### config.mk
export PLATFORM = sky130hd
export DESIGN_NAME = bay_ctl_regs
export DESIGN_NICKNAME = d
export VERILOG_FILES = /design/src/rtl/bay_ctl_pkg.sv /design/src/rtl/bay_addr_dec.sv /design/src/rtl/bay_presence.sv /design/src/rtl/bay_ctl_reg.sv /design/src/rtl/bay_ctl_regs.sv
export SDC_FILE = /design/constraint.sdc
export NUM_CORES = 1
export LEC_CHECK = 0
export BUFFER_PORTS_ARGS = -buffer_cell sky130_fd_sc_hd__clkbuf_2
export CORE_ASPECT_RATIO = 2
export CORE_UTILIZATION = 35
export DETAILED_ROUTE_END_ITERATION = 7
export GPL_TIMING_DRIVEN = 1
export HOLD_SLACK_MARGIN = 0.06
export MAX_ROUTING_LAYER = met4
export PLACE_DENSITY = 0.76
export REMOVE_ABC_BUFFERS = 1
export SYNTH_ARGS = -nofsm -noshare
export SYNTH_HDL_FRONTEND = slang
export SYNTH_SLANG_ARGS = --single-unit
export TNS_END_PERCENT = 1
### constraint.sdc
create_clock -name clk_i -period 1.41 [get_ports clk_i]
set_input_delay 0.2115 -clock clk_i [delete_from_list [all_inputs] [get_ports clk_i]]
set_output_delay 0.2115 -clock clk_i [all_outputs]
set_load 0.02 [all_outputs]
### src/rtl/bay_ctl_pkg.sv
package bay_ctl_pkg;

  typedef enum logic [2:0] {
    ST_NONE     = 3'd0,
    ST_INSERTED = 3'd1,
    ST_ENABLED  = 3'd2,
    ST_REM_REQ  = 3'd3,
    ST_REM_OK   = 3'd4
  } bay_state_e;

  localparam int unsigned CTL_W  = 8;
  localparam int unsigned BUS_W  = 32;
  localparam logic [2:0] ST_MAX  = ST_REM_OK;

  // bit 7 down to bit 0
  typedef struct packed {
    logic       lock;
    logic [2:0] state;
    logic       remreq_en;
    logic       stchg_en;
    logic       wake_en;
    logic       pwr;
  } bay_ctl_t;

  function automatic logic state_code_ok(logic [2:0] code);
    return (code != ST_NONE) && (code <= ST_MAX);
  endfunction

endpackage

### src/rtl/bay_addr_dec.sv
module bay_addr_dec #(
  parameter int unsigned NUM_BAYS  = 2,
  parameter int unsigned ADDR_W    = 8,
  parameter int unsigned BASE_ADDR = 'h10,
  parameter int unsigned STRIDE    = 'h8
) (
  input  logic [ADDR_W-1:0]   addr_i,
  output logic [NUM_BAYS-1:0] sel_o
);

  for (genvar i = 0; i < NUM_BAYS; i++) begin : g_dec
    localparam logic [ADDR_W-1:0] BayAddr = ADDR_W'(BASE_ADDR + i * STRIDE);
    assign sel_o[i] = (addr_i == BayAddr);
  end

endmodule

### src/rtl/bay_presence.sv
module bay_presence (
  input  logic prsnt_a_ni,
  input  logic prsnt_b_ni,
  output logic present_o
);

  // either detect line pulled low means a device sits in the bay
  assign present_o = ~prsnt_a_ni | ~prsnt_b_ni;

endmodule

### src/rtl/bay_ctl_reg.sv
module bay_ctl_reg
  import bay_ctl_pkg::*;
(
  input  logic             clk_i,
  input  logic             rst_ni,
  input  logic             we_i,
  input  logic [CTL_W-1:0] wdata_i,
  input  logic             present_i,
  output bay_ctl_t         ctl_o
);

  bay_ctl_t ctl_q, ctl_d, wr_w;

  assign wr_w = bay_ctl_t'(wdata_i);

  always_comb begin
    ctl_d = ctl_q;
    if (we_i) begin
      ctl_d.lock      = wr_w.lock;
      ctl_d.remreq_en = wr_w.remreq_en;
      ctl_d.stchg_en  = wr_w.stchg_en;
      ctl_d.wake_en   = wr_w.wake_en;
      // interlock judged against the lock value in this same write
      ctl_d.pwr       = wr_w.pwr & wr_w.lock & present_i;
      if (present_i && state_code_ok(wr_w.state)) ctl_d.state = wr_w.state;
    end
    if (!present_i) begin
      ctl_d.state = ST_NONE;
      ctl_d.pwr   = 1'b0;
    end
  end

  always_ff @(posedge clk_i or negedge rst_ni) begin
    if (!rst_ni) ctl_q <= '0;
    else         ctl_q <= ctl_d;
  end

  assign ctl_o = ctl_q;

  assert_pwr_needs_lock_R8: assert property (@(posedge clk_i) disable iff (!rst_ni)
    ctl_q.pwr |-> ctl_q.lock);

  assert_empty_clears_R7: assert property (@(posedge clk_i) disable iff (!rst_ni)
    !present_i |=> (ctl_q.state == ST_NONE) && !ctl_q.pwr);

  assert_state_legal_R5: assert property (@(posedge clk_i) disable iff (!rst_ni)
    ctl_q.state <= ST_MAX);

  assert_zero_keeps_R4: assert property (@(posedge clk_i) disable iff (!rst_ni)
    (we_i && present_i && wdata_i[6:4] == 3'd0) |=> $stable(ctl_q.state));

  assert_idle_hold_R10: assert property (@(posedge clk_i) disable iff (!rst_ni)
    (!we_i && present_i) |=> $stable(ctl_q));

endmodule

### src/rtl/bay_ctl_regs.sv
module bay_ctl_regs
  import bay_ctl_pkg::*;
#(
  parameter int unsigned NUM_BAYS  = 2,
  parameter int unsigned ADDR_W    = 8,
  parameter int unsigned BASE_ADDR = 'h10,
  parameter int unsigned STRIDE    = 'h8
) (
  input  logic                  clk_i,
  input  logic                  rst_ni,
  input  logic [ADDR_W-1:0]     addr_i,
  input  logic                  wr_en_i,
  input  logic [BUS_W-1:0]      wdata_i,
  output logic [BUS_W-1:0]      rdata_o,
  input  logic [NUM_BAYS-1:0]   prsnt_a_ni,
  input  logic [NUM_BAYS-1:0]   prsnt_b_ni,
  output logic [NUM_BAYS-1:0]   lock_o,
  output logic [NUM_BAYS*3-1:0] req_state_o,
  output logic [NUM_BAYS-1:0]   remreq_en_o,
  output logic [NUM_BAYS-1:0]   stchg_en_o,
  output logic [NUM_BAYS-1:0]   wake_en_o,
  output logic [NUM_BAYS-1:0]   pwr_en_o
);

  localparam int unsigned PadW = BUS_W - CTL_W;

  logic [NUM_BAYS-1:0] sel;
  logic [NUM_BAYS-1:0] present;
  bay_ctl_t            ctl [NUM_BAYS];
  logic                unused_wdata_hi;

  assign unused_wdata_hi = ^wdata_i[BUS_W-1:CTL_W];

  bay_addr_dec #(
    .NUM_BAYS (NUM_BAYS),
    .ADDR_W   (ADDR_W),
    .BASE_ADDR(BASE_ADDR),
    .STRIDE   (STRIDE)
  ) u_dec (
    .addr_i(addr_i),
    .sel_o (sel)
  );

  for (genvar i = 0; i < NUM_BAYS; i++) begin : g_bay
    bay_presence u_prs (
      .prsnt_a_ni(prsnt_a_ni[i]),
      .prsnt_b_ni(prsnt_b_ni[i]),
      .present_o (present[i])
    );

    bay_ctl_reg u_reg (
      .clk_i    (clk_i),
      .rst_ni   (rst_ni),
      .we_i     (wr_en_i & sel[i]),
      .wdata_i  (wdata_i[CTL_W-1:0]),
      .present_i(present[i]),
      .ctl_o    (ctl[i])
    );

    assign lock_o[i]            = ctl[i].lock;
    assign req_state_o[i*3 +: 3] = ctl[i].state;
    assign remreq_en_o[i]       = ctl[i].remreq_en;
    assign stchg_en_o[i]        = ctl[i].stchg_en;
    assign wake_en_o[i]         = ctl[i].wake_en;
    assign pwr_en_o[i]          = ctl[i].pwr;

    // other bays' writes leave this word alone
    assert_bay_isolated_R2: assert property (@(posedge clk_i) disable iff (!rst_ni)
      (!(wr_en_i && sel[i]) && present[i]) |=> $stable(pwr_en_o[i]) && $stable(lock_o[i]));
  end

  always_comb begin
    rdata_o = '0;
    for (int i = 0; i < NUM_BAYS; i++) begin
      if (sel[i]) rdata_o = {{PadW{1'b0}}, ctl[i]};
    end
  end

endmodule

==> results.md <==
- Status: finished, violations left
- Violated checks: setup timing
- Max Cap Viol: 0
- Drt pass-1 iters: 4
- Die area: 3600 µm²
- Worst skew pair latency: 0.25 ns
- Initial antenna violation count: 0
- Worst endpoint required time: 1.20 ns
- GRT met3 Usage: 2.81%
- Die Span X: 42.9 µm
- Ys Warns: 0
- Most frequent cells in the layout: clkbuf_2 (35), conb_1 (24), dfrtp_1 (16)
- Hold crit path type: in2reg
- Setup TNS: -0.921 ns
- CTS sink count: 16
- Fin crit share: 110%
- Design Power: 1.51 mW
- DRT Wirelength: 3320 µm
- Slowest-stage cell, CP: nor4b_4
- CTS tree: done
- Vias in the first global route: 1117
- Core area: 3190 µm²
- Initial drt markers: 15
- FF+latch count, synth: 16
- Mean Syn Cell Area: 10.1 µm²
- Area growth syn-to-layout: 42.6%
- Worst Path Arrival: 1.34 ns
- IO Port Bufs: 46
- Max frequency: 0.647 GHz
- Max reg flops: 16
- N_diodes: 0
- Worst path cell trace: buf_8 > nor4b_4 > and3_4 > buf_6 > a22o_1 > clkbuf_8
- Register area share after synthesis: 34.1%
- CTS max path bufs: 2
- Leakage: 0.844 nW
- Most common cell after layout, fill and taps aside: clkbuf_2
- Post-route setup slack: -0.137 ns
- GRT Max-Usage Layer: met2
- Max FO, Critical Path: 4
- Overflow after GRT: 0
- M2 GR Usage: 32.6%
- CP top delay family: simple AND/OR/NAND/NOR gates
- Distinct cell type count after synthesis: 31
- Via count: 1144
- Cell Area, Synth: 1170 µm²
- Largest net degree at the start of global routing: 17
- Min Hold Slack: 0.208 ns
- Clock skew: 0 ns
- Io pins: 95
- CTS root buf: clkbuf_8
- CP endpoint kind: output pin
- Row cnt: 29
- Fin. Hold Viols: 0
- Max VDD drop: 0.662 mV
- Die height: 83.9 µm
- Post-synth EDFFs: 0
- Num CTS Buffers: 3
- Clock transition at the registers of the reported paths: 0.06 ns
- DR DRC count: 0
- Dpl hpwl: 2460 µm
- Crit Path Class: in2out
- RSZ-0062 raised after global routing: true
- Antenna viol nets, final: 0
- Post-CTS Setup Bufs: 0
- Top_reg_cell synth: dfrtp_1
- Max Slew Vio Count: 0
- Fin util: 52.4%
- Fillcell total: 286
- Setup-failing EPs final: 8
- Placed Area: 1440 µm²
- Fin area: 1670 µm²
- Proportion of layout cells with a drive suffix above 1: 48.3%
- Slowest stage delay, CP: 0.33 ns
- Synth Instances: 116
- Vias/cell: 5.53
- Starting density of the core: 36.8%
- Startpoint types: primary input
- H-tree levels: 1
- Tot GR Track Use: 18.8%
- Tmin final: 1.55 ns
- Wire length per cell: 16.0 µm
- PwrDens: 905 nW/µm²
- CP Buf/Inv Count: 3
- GRT met1 Usage: 18.8%
- Gp weighted congestion: 0.864
- First-pass GRT wire length: 5000 µm
- Nets: 224
- Share of flip-flops with an asynchronous set or reset: 100%
-- repair_timing --
item,4_1_cts,5_1_grt
gates resized for setup,22,12
hold buffers,1,0
setup endpoints to repair,10,17
hold endpoints to repair,16,0
pin swaps,11,6
-- worst register-to-register path: stages (launching register included) --
cell	delay, ns
dfrtp_1	0.41
a21boi_0	0.40
o41ai_4	0.15
o211ai_1	0.11
-- through the flow --
stage,setup WS (ns),std cells
4_1_cts,-0.149,207
3_3_place_gp,-0.250,202
2_1_floorplan,-0.165,109
3_5_place_dp,-0.297,202
6_report,-0.137,207
5_1_grt,-0.196,207
-- power breakdown --
group          internal (mW)  switching, mW
registers              0.527         0.0737
logic                  0.198          0.306
clock network          0.248          0.162
-- path summary, 6_finish.rpt --
kind | slack, ns | to | depth (start not counted) | start
worst max-delay path | -0.14 | rdata_o[2] | 6 | addr_i[5]
worst min-delay path | 0.21 | g_bay[0].u_reg.ctl_o[3] | 2 | wdata_i[3]
worst max register to register | 0.27 | g_bay[1].u_reg.ctl_o[4] | 3 | g_bay[1].u_reg.ctl_o[4]
worst min register to register | 0.54 | g_bay[1].u_reg.ctl_o[1] | 1 | g_bay[1].u_reg.ctl_o[1]
max in group asynchronous | 0.66 | g_bay[1].u_reg.ctl_o[6] | 2 | rst_ni
min in group asynchronous | 0.46 | g_bay[1].u_reg.ctl_o[1] | 2 | rst_ni
-- logic make-up after synthesis --
logic type	Yosys count	synth area share, %
AND/OR/NAND/NOR	33	18.3
multiplexers	10	10.7
buffers and inverters	31	18.9
flip-flops	16	34.1
other	1	0.320
AO/OA/AOI/OAI	23	16.2
XOR/XNOR	2	1.49
-- layer usage --
| layer | routed length, µm | vias up |
|---|---|---|
| li1 | - | 504 |
| met1 | 1150 | 554 |
| met2 | 1830 | 71 |
| met3 | 205 | 15 |
| met4 | 138 | 0 |
| met5 | 0 | - |
-- Yosys cell counts, drive strengths merged (3+ instances only) --
library cell | number | area share, %
a21boi | 4 | 2.6
a22o | 8 | 6.0
buf | 26 | 17
clkbuf | 4 | 1.3
dfrtp | 16 | 34
mux2 | 8 | 9.0
nand2 | 7 | 2.2
nand3 | 10 | 4.3
o211ai | 4 | 2.6
o41ai | 3 | 2.2
-- final cells by class --
type / instances / area (µm²) / area share [%]
inverters: 1 / 3.75 / 0.224
clock buffers: 4 / 55.1 / 3.29
multi-input cells: 92 / 699 / 41.8
flip-flops and latches: 16 / 400 / 23.9
repair buffers: 63 / 477 / 28.5
well taps: 31 / 38.8 / 2.32
Power figures use the tool's default switching activity.
